## config.mk

```make
export PLATFORM = sky130hd
export DESIGN_NAME = i2c_frame_guard
export DESIGN_NICKNAME = d
export VERILOG_FILES = /design/src/rtl/fg_pkg.sv /design/src/rtl/fg_frame_check.sv /design/src/rtl/fg_scl_timer.sv /design/src/rtl/i2c_frame_guard.sv
export SDC_FILE = /design/constraint.sdc
export NUM_CORES = 1
export LEC_CHECK = 0
export BUFFER_PORTS_ARGS = -buffer_cell sky130_fd_sc_hd__buf_4
export CAP_MARGIN = 25
export CORE_MARGIN = 2
export CORE_UTILIZATION = 55
export CTS_BUF_LIST = sky130_fd_sc_hd__clkbuf_4
export CTS_CLUSTER_DIAMETER = 30
export CTS_CLUSTER_SIZE = 16
export DETAILED_ROUTE_END_ITERATION = 7
export HOLD_SLACK_MARGIN = 0.15
export PLACE_DENSITY = 0.78
export RECOVER_POWER = 100
export REMOVE_ABC_BUFFERS = 1
export SETUP_SLACK_MARGIN = 0.02
export SYNTH_ARGS = -nofsm -noshare
export SYNTH_HDL_FRONTEND = slang
export SYNTH_SLANG_ARGS = --single-unit
export TNS_END_PERCENT = 20
```

## constraint.sdc

```tcl
create_clock -name clk_i -period 3.5 [get_ports clk_i]
set_clock_uncertainty 0.1 [all_clocks]
set_input_delay 0.875 -clock clk_i [delete_from_list [all_inputs] [get_ports clk_i]]
set_output_delay 0.875 -clock clk_i [all_outputs]
set_load 0.005 [all_outputs]
```

## src/rtl/fg_pkg.sv

```systemverilog
package fg_pkg;
  localparam int unsigned BYTE_W = 8;
  localparam logic [15:0] CRC_POLY = 16'h1021;
  localparam logic [15:0] CRC_INIT = 16'hFFFF;

  function automatic logic [15:0] crc16_upd(input logic [15:0] crc, input logic [BYTE_W-1:0] b);
    logic [15:0] c;
    c = crc ^ {b, 8'h00};
    for (int i = 0; i < BYTE_W; i++)
      c = c[15] ? ((c << 1) ^ CRC_POLY) : (c << 1);
    return c;
  endfunction
endpackage

```

## src/rtl/fg_frame_check.sv

```systemverilog
module fg_frame_check
  import fg_pkg::*;
#(
  parameter int unsigned IDX_W = 10
) (
  input  logic              clk_i,
  input  logic              rst_ni,
  input  logic              start_i,
  input  logic              stop_i,
  input  logic              byte_valid_i,
  input  logic [BYTE_W-1:0] byte_i,
  output logic              frame_valid_o,
  output logic              crc_err_o,
  output logic              len_err_o,
  output logic              cmp_err_o,
  output logic              cmd_valid_o,
  output logic [BYTE_W-1:0] cmd_o
);
  localparam logic [IDX_W-1:0] IDX_MAX = '1;

  logic              active_q;
  logic [IDX_W-1:0]  idx_q;
  logic [BYTE_W-1:0] cnt_q, d0_q, d1_q;
  logic [15:0]       crc_q, rx_q;

  logic [IDX_W-1:0] cnt_ext;
  logic in_body, len_ok, crc_ok, crit, cmp_ok;

  assign cnt_ext = IDX_W'(cnt_q);
  // address and count always covered; payload while idx < count+2
  assign in_body = (idx_q < IDX_W'(2)) || (idx_q < cnt_ext + IDX_W'(2));
  assign len_ok  = (idx_q >= IDX_W'(2)) && (idx_q == cnt_ext + IDX_W'(4));
  assign crc_ok  = (rx_q == crc_q);
  assign crit    = (cnt_q != '0) && d0_q[BYTE_W-1];
  assign cmp_ok  = (cnt_q >= BYTE_W'(2)) && (d1_q == ~d0_q);

  always_ff @(posedge clk_i or negedge rst_ni) begin
    if (!rst_ni) begin
      active_q      <= 1'b0;
      idx_q         <= '0;
      cnt_q         <= '0;
      d0_q          <= '0;
      d1_q          <= '0;
      crc_q         <= CRC_INIT;
      rx_q          <= '0;
      frame_valid_o <= 1'b0;
      crc_err_o     <= 1'b0;
      len_err_o     <= 1'b0;
      cmp_err_o     <= 1'b0;
      cmd_valid_o   <= 1'b0;
      cmd_o         <= '0;
    end else begin
      frame_valid_o <= 1'b0;
      crc_err_o     <= 1'b0;
      len_err_o     <= 1'b0;
      cmp_err_o     <= 1'b0;
      cmd_valid_o   <= 1'b0;
      if (start_i) begin
        active_q <= 1'b1;
        idx_q    <= '0;
        cnt_q    <= '0;
        d0_q     <= '0;
        d1_q     <= '0;
        crc_q    <= CRC_INIT;
      end else if (stop_i) begin
        active_q <= 1'b0;
        if (active_q) begin
          if (!len_ok)           len_err_o <= 1'b1;
          else if (!crc_ok)      crc_err_o <= 1'b1;
          else if (crit && !cmp_ok) cmp_err_o <= 1'b1;
          else begin
            frame_valid_o <= 1'b1;
            if (crit) begin
              cmd_valid_o <= 1'b1;
              cmd_o       <= d0_q;
            end
          end
        end
      end else if (byte_valid_i && active_q) begin
        if (idx_q != IDX_MAX)    idx_q <= idx_q + IDX_W'(1);
        if (idx_q == IDX_W'(1))  cnt_q <= byte_i;
        if (idx_q == IDX_W'(2))  d0_q  <= byte_i;
        if (idx_q == IDX_W'(3))  d1_q  <= byte_i;
        if (in_body)             crc_q <= crc16_upd(crc_q, byte_i);
        rx_q <= {rx_q[7:0], byte_i};
      end
    end
  end


  flags_onehot_chk: assert property (@(posedge clk_i) disable iff (!rst_ni)
    $onehot0({frame_valid_o, crc_err_o, len_err_o, cmp_err_o}));

  len_excl_chk: assert property (@(posedge clk_i) disable iff (!rst_ni)
    len_err_o |-> !cmd_valid_o && !frame_valid_o);

  cmd_needs_valid_chk: assert property (@(posedge clk_i) disable iff (!rst_ni)
    cmd_valid_o |-> frame_valid_o);

  flag_after_stop_chk: assert property (@(posedge clk_i) disable iff (!rst_ni)
    (frame_valid_o || crc_err_o || len_err_o || cmp_err_o) |-> $past(stop_i));
endmodule

```

## src/rtl/fg_scl_timer.sv

```systemverilog
module fg_scl_timer #(
  parameter int unsigned TMO_W = 24
) (
  input  logic             clk_i,
  input  logic             rst_ni,
  input  logic             scl_i,
  input  logic [TMO_W-1:0] limit_i,
  output logic             expire_o
);
  localparam logic [TMO_W-1:0] CNT_MAX = '1;

  logic [TMO_W-1:0] cnt_q;
  logic [TMO_W:0]   nxt;

  assign nxt      = {1'b0, cnt_q} + (TMO_W+1)'(1);
  assign expire_o = !scl_i && (nxt >= {1'b0, limit_i});

  always_ff @(posedge clk_i or negedge rst_ni) begin
    if (!rst_ni)               cnt_q <= '0;
    else if (scl_i)            cnt_q <= '0;
    else if (cnt_q != CNT_MAX) cnt_q <= nxt[TMO_W-1:0];
  end


  restart_chk: assert property (@(posedge clk_i) disable iff (!rst_ni)
    scl_i |=> !expire_o || (limit_i <= TMO_W'(1)));
endmodule

```

## src/rtl/i2c_frame_guard.sv

```systemverilog
module i2c_frame_guard
  import fg_pkg::*;
#(
  parameter int unsigned TMO_W   = 24,
  parameter int unsigned IDX_W   = 10,
  parameter logic [7:0]  REEN_OP = 8'hA5
) (
  input  logic             clk_i,
  input  logic             rst_ni,
  input  logic             start_i,
  input  logic             stop_i,
  input  logic             byte_valid_i,
  input  logic [7:0]       byte_i,
  input  logic             scl_i,
  input  logic [TMO_W-1:0] tmo_limit_i,
  output logic             frame_valid_o,
  output logic             crc_err_o,
  output logic             len_err_o,
  output logic             cmp_err_o,
  output logic             cmd_valid_o,
  output logic [7:0]       cmd_o,
  output logic             drv_dis_o
);
  logic tmr_exp, reen;

  fg_frame_check #(.IDX_W(IDX_W)) u_frame (
    .clk_i, .rst_ni, .start_i, .stop_i, .byte_valid_i, .byte_i,
    .frame_valid_o, .crc_err_o, .len_err_o, .cmp_err_o, .cmd_valid_o, .cmd_o
  );

  fg_scl_timer #(.TMO_W(TMO_W)) u_timer (
    .clk_i, .rst_ni, .scl_i, .limit_i(tmo_limit_i), .expire_o(tmr_exp)
  );

  assign reen = cmd_valid_o && (cmd_o == REEN_OP);

  // expiry has priority over re-enable
  always_ff @(posedge clk_i or negedge rst_ni) begin
    if (!rst_ni)      drv_dis_o <= 1'b0;
    else if (tmr_exp) drv_dis_o <= 1'b1;
    else if (reen)    drv_dis_o <= 1'b0;
  end


  exp_sets_chk: assert property (@(posedge clk_i) disable iff (!rst_ni)
    tmr_exp |=> drv_dis_o);

  dis_sticky_chk: assert property (@(posedge clk_i) disable iff (!rst_ni)
    drv_dis_o && !reen |=> drv_dis_o);

  set_wins_chk: assert property (@(posedge clk_i) disable iff (!rst_ni)
    tmr_exp && reen |=> drv_dis_o);
endmodule

```

* After elaboration in Yosys (flattened, before gate mapping)
Index checks and enable logic that the tools add are counted.
W data, S select, Z words.
** Word-level totals
- Flip-flop bits (word level) :: 105
- Word-level logic and storage cells :: 136
** Cells by class
- Multiplexer cells :: 62
- Bitwise logic cells :: 13
- Reductions and logical operators :: 27
- Add/sub/neg operators :: 4
- Eq/ne operators :: 10
- Magnitude comparators :: 5
** Operators with widths (number)
- $mux W13 :: 8
- $mux W8 :: 12
- $mux W16 :: 4
- $mux W24 :: 2
- $mux W10 :: 4
- $mux W1 :: 32
- $add A24 B1 Y25 const B :: 1
- $ge A25 B24 Y1 :: 1
- $ne A24 B24 Y1 const B :: 1
- $not A3 Y3 :: 8
- $eq A10 B2 Y1 const B :: 2
- $reduce_and A3 Y1 :: 6
- $reduce_bool A2 Y1 :: 9
- $eq A16 B16 Y1 :: 1
- $xor A16 B16 Y16 :: 1
- $add A10 B1 Y10 const B :: 1
- $eq A10 B1 Y1 const B :: 1
- $eq A10 B10 Y1 :: 1
- $ge A10 B2 Y1 const B :: 1
- $lt A10 B10 Y1 :: 1
- $lt A10 B2 Y1 const B :: 1
- $ne A10 B10 Y1 const B :: 1
- $add A8 B2 Y9 const B :: 1
- $add A8 B3 Y9 const B :: 1
- other kinds (11) :: 20

* Logic depth before layout (Yosys ltp)
Gate-level depths: netlist of run 1.
- Word-level depth :: 21
- Mapped depth :: 13
- Gate-level depth less buffers :: 13

* Hierarchy
A second synthesis of run 1 with hierarchy kept.
** Second synthesis, totals
- Cell total of the unflattened synthesis :: 645
- Area total of the unflattened synthesis :: 6334.8 µm²
** By module, submodules not included
- fg_frame_check :: instances 1, cells an instance 411, area an instance 4341.7 µm², seq. area each 2021.9 µm²
- fg_scl_timer :: instances 1, cells an instance 228, area an instance 1919.3 µm², seq. area each 600.6 µm²
- i2c_frame_guard :: instances 1, cells an instance 6, area an instance 73.8 µm², seq. area each 25.0 µm²

* Worst setup path after synthesis of run 1
Ideal clock, no wire load.
- Path type :: register -> register
- Start :: reg u_timer.cnt_q[8]
- End :: reg drv_dis_o
- Period minus slack after synthesis :: 2714 ps
- Stages on the path, launching flop included :: 13
- Path slack :: 786 ps
- Arrival :: 2498 ps
- Path through :: dfrtp_1 and4_1 nand4_1 nor3_1 nand2_1 xor2_1 inv_1 ha_1 nand4_1 nor4b_1 nand2_1 a31o_2 o311ai_0
** Between the ends
- Cells in the longest elaborated chain, start to end :: 4
- Elaborated cells on any way between the ends :: 5
- Those cells by class :: add/sub (1); order compare (1); mux (1); reduce/logical (2)
** RTL lines
- start: declaration :: RTL line fg_scl_timer.sv:12 : logic [TMO_W-1:0] cnt_q;
- start signal: assignment :: RTL line fg_scl_timer.sv:21 : else if (cnt_q != CNT_MAX) cnt_q <= nxt[TMO_W-1:0];
- $add A24 B1 Y25 * :: RTL line fg_scl_timer.sv:15 : assign nxt = {1'b0, cnt_q} + (TMO_W+1)'(1);
- $ge A25 B24 Y1 * :: RTL line fg_scl_timer.sv:16 : assign expire_o = !scl_i && (nxt >= {1'b0, limit_i});
- $logic_and A1 B1 Y1 * :: RTL line fg_scl_timer.sv:16
- $mux W1 / $reduce_bool A2 Y1 (equally long branches)
- end signal: assignment :: RTL line i2c_frame_guard.sv:39 : if (!rst_ni) drv_dis_o <= 1'b0;
- end signal: assignment :: RTL line i2c_frame_guard.sv:40 : else if (tmr_exp) drv_dis_o <= 1'b1;
- end signal: assignment :: RTL line i2c_frame_guard.sv:41 : else if (reen) drv_dis_o <= 1'b0;
- end: declaration :: RTL line i2c_frame_guard.sv:22 : output logic drv_dis_o
Mark *: on every way between the ends. The rest lies on a longest branch, timed or not.
A chain may end at the register's enable or synchronous reset.

* Final worst setup path of run 1
- Start :: in start_i
- End :: reg u_frame.crc_q[10]
** Between the ends
- Cells in the longest elaborated chain, start to end :: 2
- Elaborated cells on any way between the ends :: 5
- Those cells by class :: eq/ne (1); mux (1); reduce/logical (3)
** RTL lines
- start: declaration :: RTL line i2c_frame_guard.sv:10 : input logic start_i,
- $ne A2 B2 Y1 (no line) / $reduce_bool A2 Y1 (equally long branches)
- $reduce_and A3 Y1 (no line)
- end signal: assignment :: RTL line fg_frame_check.sv:84 : if (in_body) crc_q <= crc16_upd(crc_q, byte_i);
- end: declaration :: RTL line fg_frame_check.sv:24 : logic [15:0] crc_q, rx_q;
Parallel ways exist; a longest one is shown, timed or not.

==> results.md, run 1 <==
* Initial core utilization at 55.7%
* CTS tree: yes
* Layout fillers at 982
* Final Critical Period at 3.12 ns
* Nets@finish at 770
* Critical path required time at 3.81 ns
* Largest family of logic cells by synthesized area: simple AND/OR/NAND/NOR gates
* Post-synth EDFFs at 0
* Initial antenna violation count at 0
* Initial detailed-routing violation count at 238
* Skew-Pair Late Insertion Delay at 0.48 ns
* Antenna Violating Nets Remaining at 0
* Most frequent cells in the layout: dfrtp_1, xor2_1, inv_1, nand2_1, a21oi_1
* Setup Viol. Count Final at 0
* Synth area leader: dfrtp_1
* Largest net degree at the start of global routing at 55
* First-pass GRT wire length at 23,200 um
* Synth Area in Adders at 8.17%
* Via count at 4,834
* Area Overhead vs Synth at 9.62%
* Cell area after synthesis at about 6300 um^2
* YS warnings at 0
* Die width at 111 um
* Final setup TNS at 0 ns
* Tightest Hold Check Type: register to register
* I/O pin count at 52
* DIE HEIGHT at 111 um
* Clk root buf: clkbuf_4
* Cell internal pwr at 1760 uW
* R2R setup slack at 0.39 ns
* Nature of the critical path endpoint: register
* Cell Pwr Density at between 300 and 400 nW/um^2
* Mapped Avg Cell Area at 9.74 um^2
* CTS max path bufs at 2
* Asr flop ratio synth at 100%
* Top post-synthesis cells by area: dfrtp_1, xor2_1, ha_1, dfstp_2, xnor2_1
* Core box area at 11,300 um^2
* # rows at 39
* Complex-gate fraction of the synthesized area at 10.7%
* Share of cells above drive strength 1 at approximately 16%
* Most common cell after layout, fill and taps aside: dfrtp_1
* Total global routing overflow at 0
* Clk slew on worst S/H paths at roughly 0.17 ns
* Post-Synth Simple-Gate Area at 16.3%
* Slew headroom at -16.0%
* Port Buffers at a little over 50
* WL/cell at 16.4 um
* Critical Path AT at between 3 and 4 ns
* Worst vdd ir at between 0.0002 and 0.0003 V
* GRT Overall Usage at around 23%
* Vias in the first global route at 4,880
* # diodes at 0
* Fin. Hold Viols at 0
* Total CTS buffers at 9
* Post-synth top area share at 35.5%
* Clk network pwr share at 23.5%
* Status: complete, but fails checks
* Remaining DRCs at 0
* Total die area at 12,300 um^2
* Synth Area in XOR/XNOR at approximately 13%
* Switching share of power at 31.2%
* Final wirelength at 13,800 um
* Worst Max-Slew Pin Slew at 1.74 ns
* Seq/Total Area, Yosys at 42.2%
* NetSw at 798 uW
* Flops & latches, synth at 105
* Failing checks: capacitance limit, slew limit
* Crit path max fanout at 40
* Max Freq at between 0.3 and 0.4 GHz
* Mux contribution to synthesized area at 4.70%
* Crit path kind: input port to register
* Top_reg_cell synth: dfrtp_1
* Startpoint types: input port
* Via density at 5.76
* Syn Inst Count at between 600 and 700
* Leakage at between 0.003 and 0.004 uW
* Sequential Power Share at 56.6%
* # Post-CTS Setup Buffers at 0
* CTS H-tree lvls at 3
* Tcrit/Tclk final at 89.1%
* Clk sink count at 105
* Pre-antenna DRT Iters at 4
* Post-synth cell types at 59
* Comb power frac at 19.8%
* RSZ-0062 raised after global routing: false
* MaxCap Viol Count at 1
* Gpl congestion at 0.898
* Utilization after layout at between 60% and 70%
* Final Max Slew Viols at 41
* DP HPWL at 10,200 um
## state kept, by name, summed over array words and instances, names as in the netlist
name,flops
u_frame.len_err_o,1
u_timer.cnt_q,24
u_frame.idx_q,10
u_frame.cnt_q,8
u_frame.active_q,1
u_frame.cmp_err_o,1
u_frame.cmd_valid_o,1
u_frame.crc_err_o,1
u_frame.cmd_o,8
drv_dis_o,1
u_frame.frame_valid_o,1
u_frame.rx_q,16
u_frame.d0_q,8
u_frame.crc_q,16
u_frame.d1_q,8
## synth_stat cells (all sizes together), types with 2 or more instances
cell,instances
dfstp,16
nor2,30
nor4bb,2
o211ai,2
nor3,10
nand3,40
nand3b,2
nor2b,4
nor3b,2
and4,8
a2bb2oi,16
xnor2,33
clkbuf,14
ha,41
o21a,3
and3b,2
dfrtp,89
inv,55
a21oi,53
o21ai,10
a211oi,3
nand2,53
and2,4
buf,12
nor4,8
nand4,17
and3,8
mux2,23
xor2,59
a21o,4
or4,3
## critical path, cell delays in order
cell       delay (ns)
clkbuf_1         1.23
nor2_1           0.17
clkbuf_2         0.39
nand2_1          0.13
o21ai_1          0.13
clkbuf_2         0.25
a2bb2oi_1        0.23
## routing by layer
metal  wire [um]  vias up  global-route usage [%]
met1        6040     2348                    30.1
met3         671       18                    4.16
li1            -     2326                       -
met4         267        0                    7.75
met2        6810      142                    39.1
met5           0        -                       0
## area by class of cell
type	count	area, um^2	share of cell area (%)
clock inverters	7	62.6	0.909
multi-input cells	459	3290	47.8
inverters	55	206	3.00
well taps	143	179	2.60
clock buffers	9	67.6	0.981
flip-flops and latches	105	2650	38.5
repair buffers	61	430	6.25
## power groups by stage
| stage | registers (uW) | logic (uW) | clock network, uW |
|---|---|---|---|
| 3_3_place_gp | 1460 | 492 | 0 |
| 3_5_place_dp | 1470 | 513 | 0 |
| 4_1_cts | 1450 | 516 | 619 |
| 5_1_grt | 1460 | 566 | 660 |
| 6_report | 1450 | 508 | 603 |
| 2_1_floorplan | 1440 | 361 | 0 |
## per-stage QoR
stage	area, um^2	hold slack (ns)	power, uW	worst slack (ns)	cells
6_report	6890	0.428	2560	0.381	839
5_1_grt	6890	0.449	2690	0.101	839
4_1_cts	6940	0.309	2580	0.244	838
3_5_place_dp	6810	0.403	1980	0.257	822
3_3_place_gp	6810	0.379	1950	0.399	822
2_1_floorplan	6160	0.376	1800	0.269	619
## final timing paths
path / start / to / cells after the start
setup / recovery: start_i / u_frame.crc_q[10] / 7
min in group asynchronous: rst_ni / u_timer.cnt_q[14] / 1
hold / removal: u_frame.cmd_o[7] / u_frame.cmd_o[7] / 1
hold reg to reg: u_frame.cmd_o[7] / u_frame.cmd_o[7] / 1
setup reg to reg: u_timer.cnt_q[8] / drv_dis_o / 12
max in group asynchronous: rst_ni / u_frame.cmd_o[3] / 2
## logic make-up (layout without fill, tap and decap cells)
kind of cell | Yosys count | in the layout
muxes | 24 | 24
AOI/OAI and AO/OA | 105 | 105
DFF | 105 | 105
buffers and inverters | 81 | 132
adders and majority gates | 41 | 41
xor gates and xnor gates | 92 | 92
and+or+nand+nor | 197 | 197
## repair_timing
item | 4_1_cts | 5_1_grt
resized for setup | 0 | 3
hold buffers | 0 | 0
endpoints found under the setup margin | 0 | 1
Power figures use the tool's default switching activity.
==> inputs of run 2 (changes only) <==
--- a/config.mk
+++ b/config.mk
@@ -8,13 +8,13 @@
 export BUFFER_PORTS_ARGS = -buffer_cell sky130_fd_sc_hd__buf_4
 export CAP_MARGIN = 25
 export CORE_MARGIN = 2
-export CORE_UTILIZATION = 55
+export CORE_UTILIZATION = 48
 export CTS_BUF_LIST = sky130_fd_sc_hd__clkbuf_4
 export CTS_CLUSTER_DIAMETER = 30
 export CTS_CLUSTER_SIZE = 16
 export DETAILED_ROUTE_END_ITERATION = 7
 export HOLD_SLACK_MARGIN = 0.15
-export PLACE_DENSITY = 0.78
+export PLACE_DENSITY = 0.7
 export RECOVER_POWER = 100
 export REMOVE_ABC_BUFFERS = 1
 export SETUP_SLACK_MARGIN = 0.02
==> run 2 against run 1 <==
Net effect: the run still ends with capacitance limit, slew limit left; sequential share of layout area is 0.15 points lower; largest power group unchanged; wire length down 2.8%; critical path type is now register to register; global-route usage shrank 2.9 points; core utilization fell by 6.8 points; worst hold slack lost 0.013 ns; design area rose by 0.38%; via count shrank 1.0%; sequential power hardly changed; clock power fell by 5.5%.
==> results.md, run 2 (synthesized netlist as in run 1, its figures left out) <==
* Largest net degree at the start of global routing at 106
* Total die area at 14,000 um^2
* Pre-antenna DRT Iters at 4
* Slew headroom at -72.2%
* Die width at about 120 um
* Leakage at approximately 0.0033 uW
* Critical path required time at ~3.8 ns
* Total global routing overflow at 0
* Gpl congestion at slightly below 0.9
* Via count at 4,785
* PnR worst setup slack at between 0.2 and 0.3 ns
* Max Freq at 0.308 GHz
* Worst Max-Slew Pin Slew at about 2.6 ns
* CTS Hold Bufs at 0
* Tcrit/Tclk final at 92.7%
* Port Buffers at 51
* CTS max path bufs at 2
* # rows at 41
* Clk root buf: clkbuf_4
* Max FFs per register at 24
* Post-Place Setup Slack at 0.262 ns
* Skew-Pair Late Insertion Delay at 0.49 ns
* Layout fillers at 1,157
* Status: complete, but fails checks
* MaxCap Viol Count at 2
* Final std cells w/o fill at 869
* Total CTS buffers at 9
* Utilization after layout at 54.3%
* Final wirelength at 13,400 um
* Fin. Hold Viols at 0
* Crit path kind: register to register
* Vias in the first global route at 4,650
* Final setup TNS at 0 ns
* Failing checks: capacitance limit, slew limit
* I/O pin count at between 50 and 60
* Initial core utilization at 49.4%
* Area Overhead vs Synth at 10.0%
* Worst vdd ir at 0.000276 V
* Tightest Hold Check Type: register to register
* First-pass GRT wire length at 22,800 um
* Nature of the critical path endpoint: register
* Largest registers: u_timer.cnt_q: 24 flops, u_frame.crc_q: 16 flops, u_frame.rx_q: 16 flops
* GRT Overall Usage at between 20% and 30%
* Final Critical Period at ~3.2 ns
* Antenna Violating Nets Remaining at 0
* Critical Path AT at 3.53 ns
* Clk sink count at about 110
* Initial detailed-routing violation count at 306
* Via density at 5.51
* DIE HEIGHT at 118 um
* Most common cell after layout, fill and taps aside: dfrtp_1
* Cell Pwr Density at 365 nW/um^2
* Clk slew on worst S/H paths at roughly 0.15 ns
* Crit path max fanout at 5
* RSZ-0062 raised after global routing: false
* Most flops, register: u_timer.cnt_q
* Placed insts at 852
* Setup Viol. Count Final at 0
* DP HPWL at about 9800 um
* Final Max Slew Viols at roughly 150
* Startpoint types: register
* Share of cells above drive strength 1 at 16.1%
* Nets@finish at 771
* CTS H-tree lvls at 3
* Core box area at 12,700 um^2
* Most frequent cells in the layout: dfrtp_1, xor2_1, inv_1, nand2_1, a21oi_1
* # diodes at 0
* CTS tree: yes
* WL/cell at 15.4 um
* Hold WS at 0.416 ns
* Initial antenna violation count at 0
* Remaining DRCs at 0
[run 2: layout make-up]
| type | instances | area (um^2) | share of cell area [%] |
|---|---|---|---|
| flip-flops and latches | 105 | 2650 | 38.3 |
| inverters | 55 | 206 | 2.99 |
| clock inverters | 5 | 32.5 | 0.471 |
| clock buffers | 11 | 82.6 | 1.19 |
| multi-input cells | 459 | 3290 | 47.6 |
| repair buffers | 62 | 434 | 6.28 |
| well taps | 172 | 215 | 3.11 |
[run 2: report_power, final]
part | internal (uW) | total (uW) | switching (uW) | leakage [uW]
registers | 1340 | 1440 | 100 | 0.00137
logic | 255 | 507 | 252 | 0.00186
clock network | 160 | 570 | 411 | 0.0000589
total | 1760 | 2520 | 763 | 0.00329
[run 2: stage by stage]
stage / area [um^2] / power, uW
global route: 6910 / 2660
global placement: 6850 / 1960
detailed placement: 6850 / 1980
floorplan: 6160 / 1800
CTS: 6970 / 2550
finish: 6910 / 2520
[run 2: per-layer routing]
metal  global-route usage (%)  vias to the layer above  share of wire (%)
li1                         -                     2330                  -
met1                     28.9                     2333                 48
met2                     31.2                      107                 45
met3                     3.04                       15                4.7
met4                     6.92                        0                1.7
met5                        0                        -                  0
[run 2: worst paths after layout]
kind | slack (ns) | cells after the start | from | end
worst max register to register | 0.26 | 11 | u_timer.cnt_q[8] | drv_dis_o
worst max-delay path | 0.26 | 11 | u_timer.cnt_q[8] | drv_dis_o
max in group asynchronous | 0.62 | 2 | rst_ni | u_frame.crc_err_o
worst min register to register | 0.42 | 1 | u_frame.cmd_o[7] | u_frame.cmd_o[7]
min in group asynchronous | 1.14 | 2 | rst_ni | u_frame.idx_q[2]
worst min-delay path | 0.42 | 1 | u_frame.cmd_o[7] | u_frame.cmd_o[7]
[run 2: worst max-delay path, cell delays in order (launching register included)]
cell and delay (ns):
dfrtp_1 0.44, and4_1 0.30, nand4_1 0.18, nor3_2 0.35, and4_1 0.32, xor2_1 0.10, ha_1 0.27, nand3_1 0.14
nor4_1 0.50, nand2_1 0.11, a31o_2 0.26, o311ai_0 0.08
[run 2: repair_timing]
| item | in CTS | in global routing |
|---|---|---|
| setup endpoints to repair | 0 | 1 |
| resized for setup | 0 | 2 |
| buffers inserted | 0 | 0 |
==> inputs of run 3 (changes only) <==
--- a/config.mk
+++ b/config.mk
@@ -14,10 +14,11 @@
 export CTS_CLUSTER_SIZE = 16
 export DETAILED_ROUTE_END_ITERATION = 7
 export HOLD_SLACK_MARGIN = 0.15
-export PLACE_DENSITY = 0.7
+export PLACE_DENSITY = 0.66
 export RECOVER_POWER = 100
 export REMOVE_ABC_BUFFERS = 1
 export SETUP_SLACK_MARGIN = 0.02
+export SKIP_LAST_GASP = 1
 export SYNTH_ARGS = -nofsm -noshare
 export SYNTH_HDL_FRONTEND = slang
 export SYNTH_SLANG_ARGS = --single-unit
==> run 3 against run 2 <==
Net effect: sequential share of layout area fell by 0.24 points; global-route usage is 1.1 points higher; sequential power about the same; final cell count shrank 0.12%; register-to-register slack lost 0.05 ns; core utilization up 0.34 points; non-clock buffer count down 1; maximum frequency down 1.5%; the run still ends with capacitance limit, slew limit left.
==> results.md, run 3 (synthesized netlist as in run 1, its figures left out) <==
* Status: complete, but fails checks
* Failing checks: capacitance limit, slew limit
* Critical Path AT at about 3.6 ns
* Nature of the critical path endpoint: register
* Via density at about 5.5
* CTS H-tree lvls at 3
* Final wirelength at approximately 14,000 um
* DIE HEIGHT at 118 um
* CP bufs+invs at 3
* Max FFs per register at 24
* Fin. Hold Viols at 0
* GRT Overall Usage at 21.3%
* Leakage at 0.00334 uW
* Worst Max-Slew Pin Slew at 1.81 ns
* Port Buffers at 51
* Vias in the first global route at 4,875
* Initial core utilization at 49.4%
* Clk sink count at between 100 and 150
* Critical path required time at 3.76 ns
* Reg2Reg Launch Point: u_frame.cnt_q[2]
* Cell Pwr Density at 383 nW/um^2
* Most flops, register: u_timer.cnt_q
* Slowest stage delay, CP at 0.37 ns
* Initial antenna violation count at 0
* Critical path, cell by cell: clkbuf_1 -> inv_1 -> ha_1 -> xnor2_1 -> nand4_1 -> nor3_1 -> and4_1 -> nor4bb_1 -> clkbuf_2 -> mux2_1
* Slew headroom at -20.8%
* Worst vdd ir at about 0.00023 V
* Remaining DRCs at 0
* HP Start: u_frame.cmd_o[7]
* # diodes at 0
* WL/cell at roughly 16 um
* Clk root buf: clkbuf_4
* Reg2reg path depth at 10
* Via count at 4,736
* Final Critical Period at around 3.3 ns
* Most common cell after layout, fill and taps aside: dfrtp_1
* Design Area, Final at around 7000 um^2
* CTS Hold Bufs at 0
* Sequential Power Share at 54.3%
* Area Overhead vs Synth at 10.7%
* Switching share of power at 27.9%
* Crit. path cell count at 10
* Final Max Slew Viols at 41
* Max Freq at 0.303 GHz
* First-pass GRT wire length at approximately 24,000 um
* Cell internal pwr at 1920 uW
* R2R setup slack at 0.20 ns
* Startpoint types: register
* Pre-antenna DRT Iters at 5
* Worst Hold Path EP: u_frame.cmd_o[7]
* Largest net degree at the start of global routing at 55
* Largest registers: u_timer.cnt_q: 24 flops, u_frame.crc_q: 16 flops, u_frame.rx_q: 16 flops
* Total CTS buffers at 9
* Comb power frac at 19.0%
* Setup Viol. Count Final at 0
* Clk network pwr share at between 20 and 30%
* Final setup TNS at 0 ns
* Skew-Pair Late Insertion Delay at 0.48 ns
* Gpl congestion at 0.912
* Total global routing overflow at 0
* I/O pin count at 52
* R2R Path End: u_frame.cmd_o[4]
* CTS max path bufs at 2
* Total die area at between 10,000 and 15,000 um^2
* Antenna Violating Nets Remaining at 0
* Share of cells above drive strength 1 at between 10% and 20%
* DP HPWL at 10,700 um
* Hold Crit Depth at 1
* CP top delay family: simple AND/OR/NAND/NOR gates
* Nets@finish at slightly below 800
* CTS tree: yes
* Tcrit/Tclk final at 94.2%
* Area post-placement at 6850 um^2
* Core box area at 12,700 um^2
* Slowest-stage cell, CP: dfrtp_1
* Die width at between 100 and 150 um
* Tightest Hold Check Type: register to register
* Clk slew on worst S/H paths at 0.15 ns
* RSZ-0062 raised after global routing: false
* Crit path kind: register to register
* Most frequent cells in the layout: dfrtp_1, xor2_1, inv_1, nand2_1, a21oi_1
* NetSw at ~740 uW
* # rows at 41
* Initial detailed-routing violation count at 271
* Crit path max fanout at 8
* MaxCap Viol Count at 1
==> run 3: what timing repair did <==
action / CTS / global route
setup buffers: 0 / 0
gates resized for setup: 0 / 4
endpoints found under the setup margin: 0 / 1
==> run 3: through the flow <==
step,worst slack [ns],hold slack (ns),util [%],total power (uW),cells
3_5_place_dp,0.203,0.395,53.8,1980,851
5_1_grt,0.0326,0.443,54.7,2820,868
4_1_cts,0.168,0.324,55.1,2710,867
2_1_floorplan,0.269,0.376,-,1800,619
6_report,0.205,0.425,54.7,2660,868
3_3_place_gp,0.332,0.384,53.8,1960,851
==> run 3: routing by layer <==
layer	vias to the layer above	part of all wire, %	GRT usage (%)
li1	2330	-	-
met1	2264	45	27.9
met2	113	47	34.6
met3	29	5.0	4.87
met4	0	2.8	7.44
met5	-	0	0
==> run 3: power by group through the flow <==
stage	clock network, uW	logic (uW)	registers, uW
after floorplan	0	361	1440
after global placement	0	499	1460
after detailed placement	0	513	1470
after CTS	742	518	1450
after global routing	787	569	1460
final	713	506	1450
==> run 3: worst reg2reg max path, stage by stage, from the launching register on <==
cell	delay [ns]
dfrtp_1	0.37
clkbuf_1	0.37
inv_1	0.13
ha_1	0.36
xnor2_1	0.17
nand4_1	0.13
nor3_1	0.33
and4_1	0.26
nor4bb_1	0.25
clkbuf_2	0.35
mux2_1	0.37
==> run 3: how the worst max path moves through the flow <==
stage | startpoint | to | slack, ns
after floorplan | u_frame.cnt_q[2] | u_frame.cmd_o[0] | 0.27
after global placement | u_timer.cnt_q[8] | drv_dis_o | 0.33
after detailed placement | u_timer.cnt_q[8] | drv_dis_o | 0.20
after CTS | u_timer.cnt_q[8] | drv_dis_o | 0.17
after global routing | u_timer.cnt_q[8] | drv_dis_o | 0.03
final | u_frame.cnt_q[2] | u_frame.cmd_o[4] | 0.20
==> run 3: cell type report <==
cell class | instances | area (um^2)
Clock buffer | 13 | 97.6
Clock inverter | 3 | 68.8
Fill cell | 1180 | 5770
Inverter | 55 | 206
Multi-Input combinational cell | 459 | 3290
Sequential cell | 105 | 2650
Tap cell | 172 | 215
Timing Repair Buffer | 61 | 425
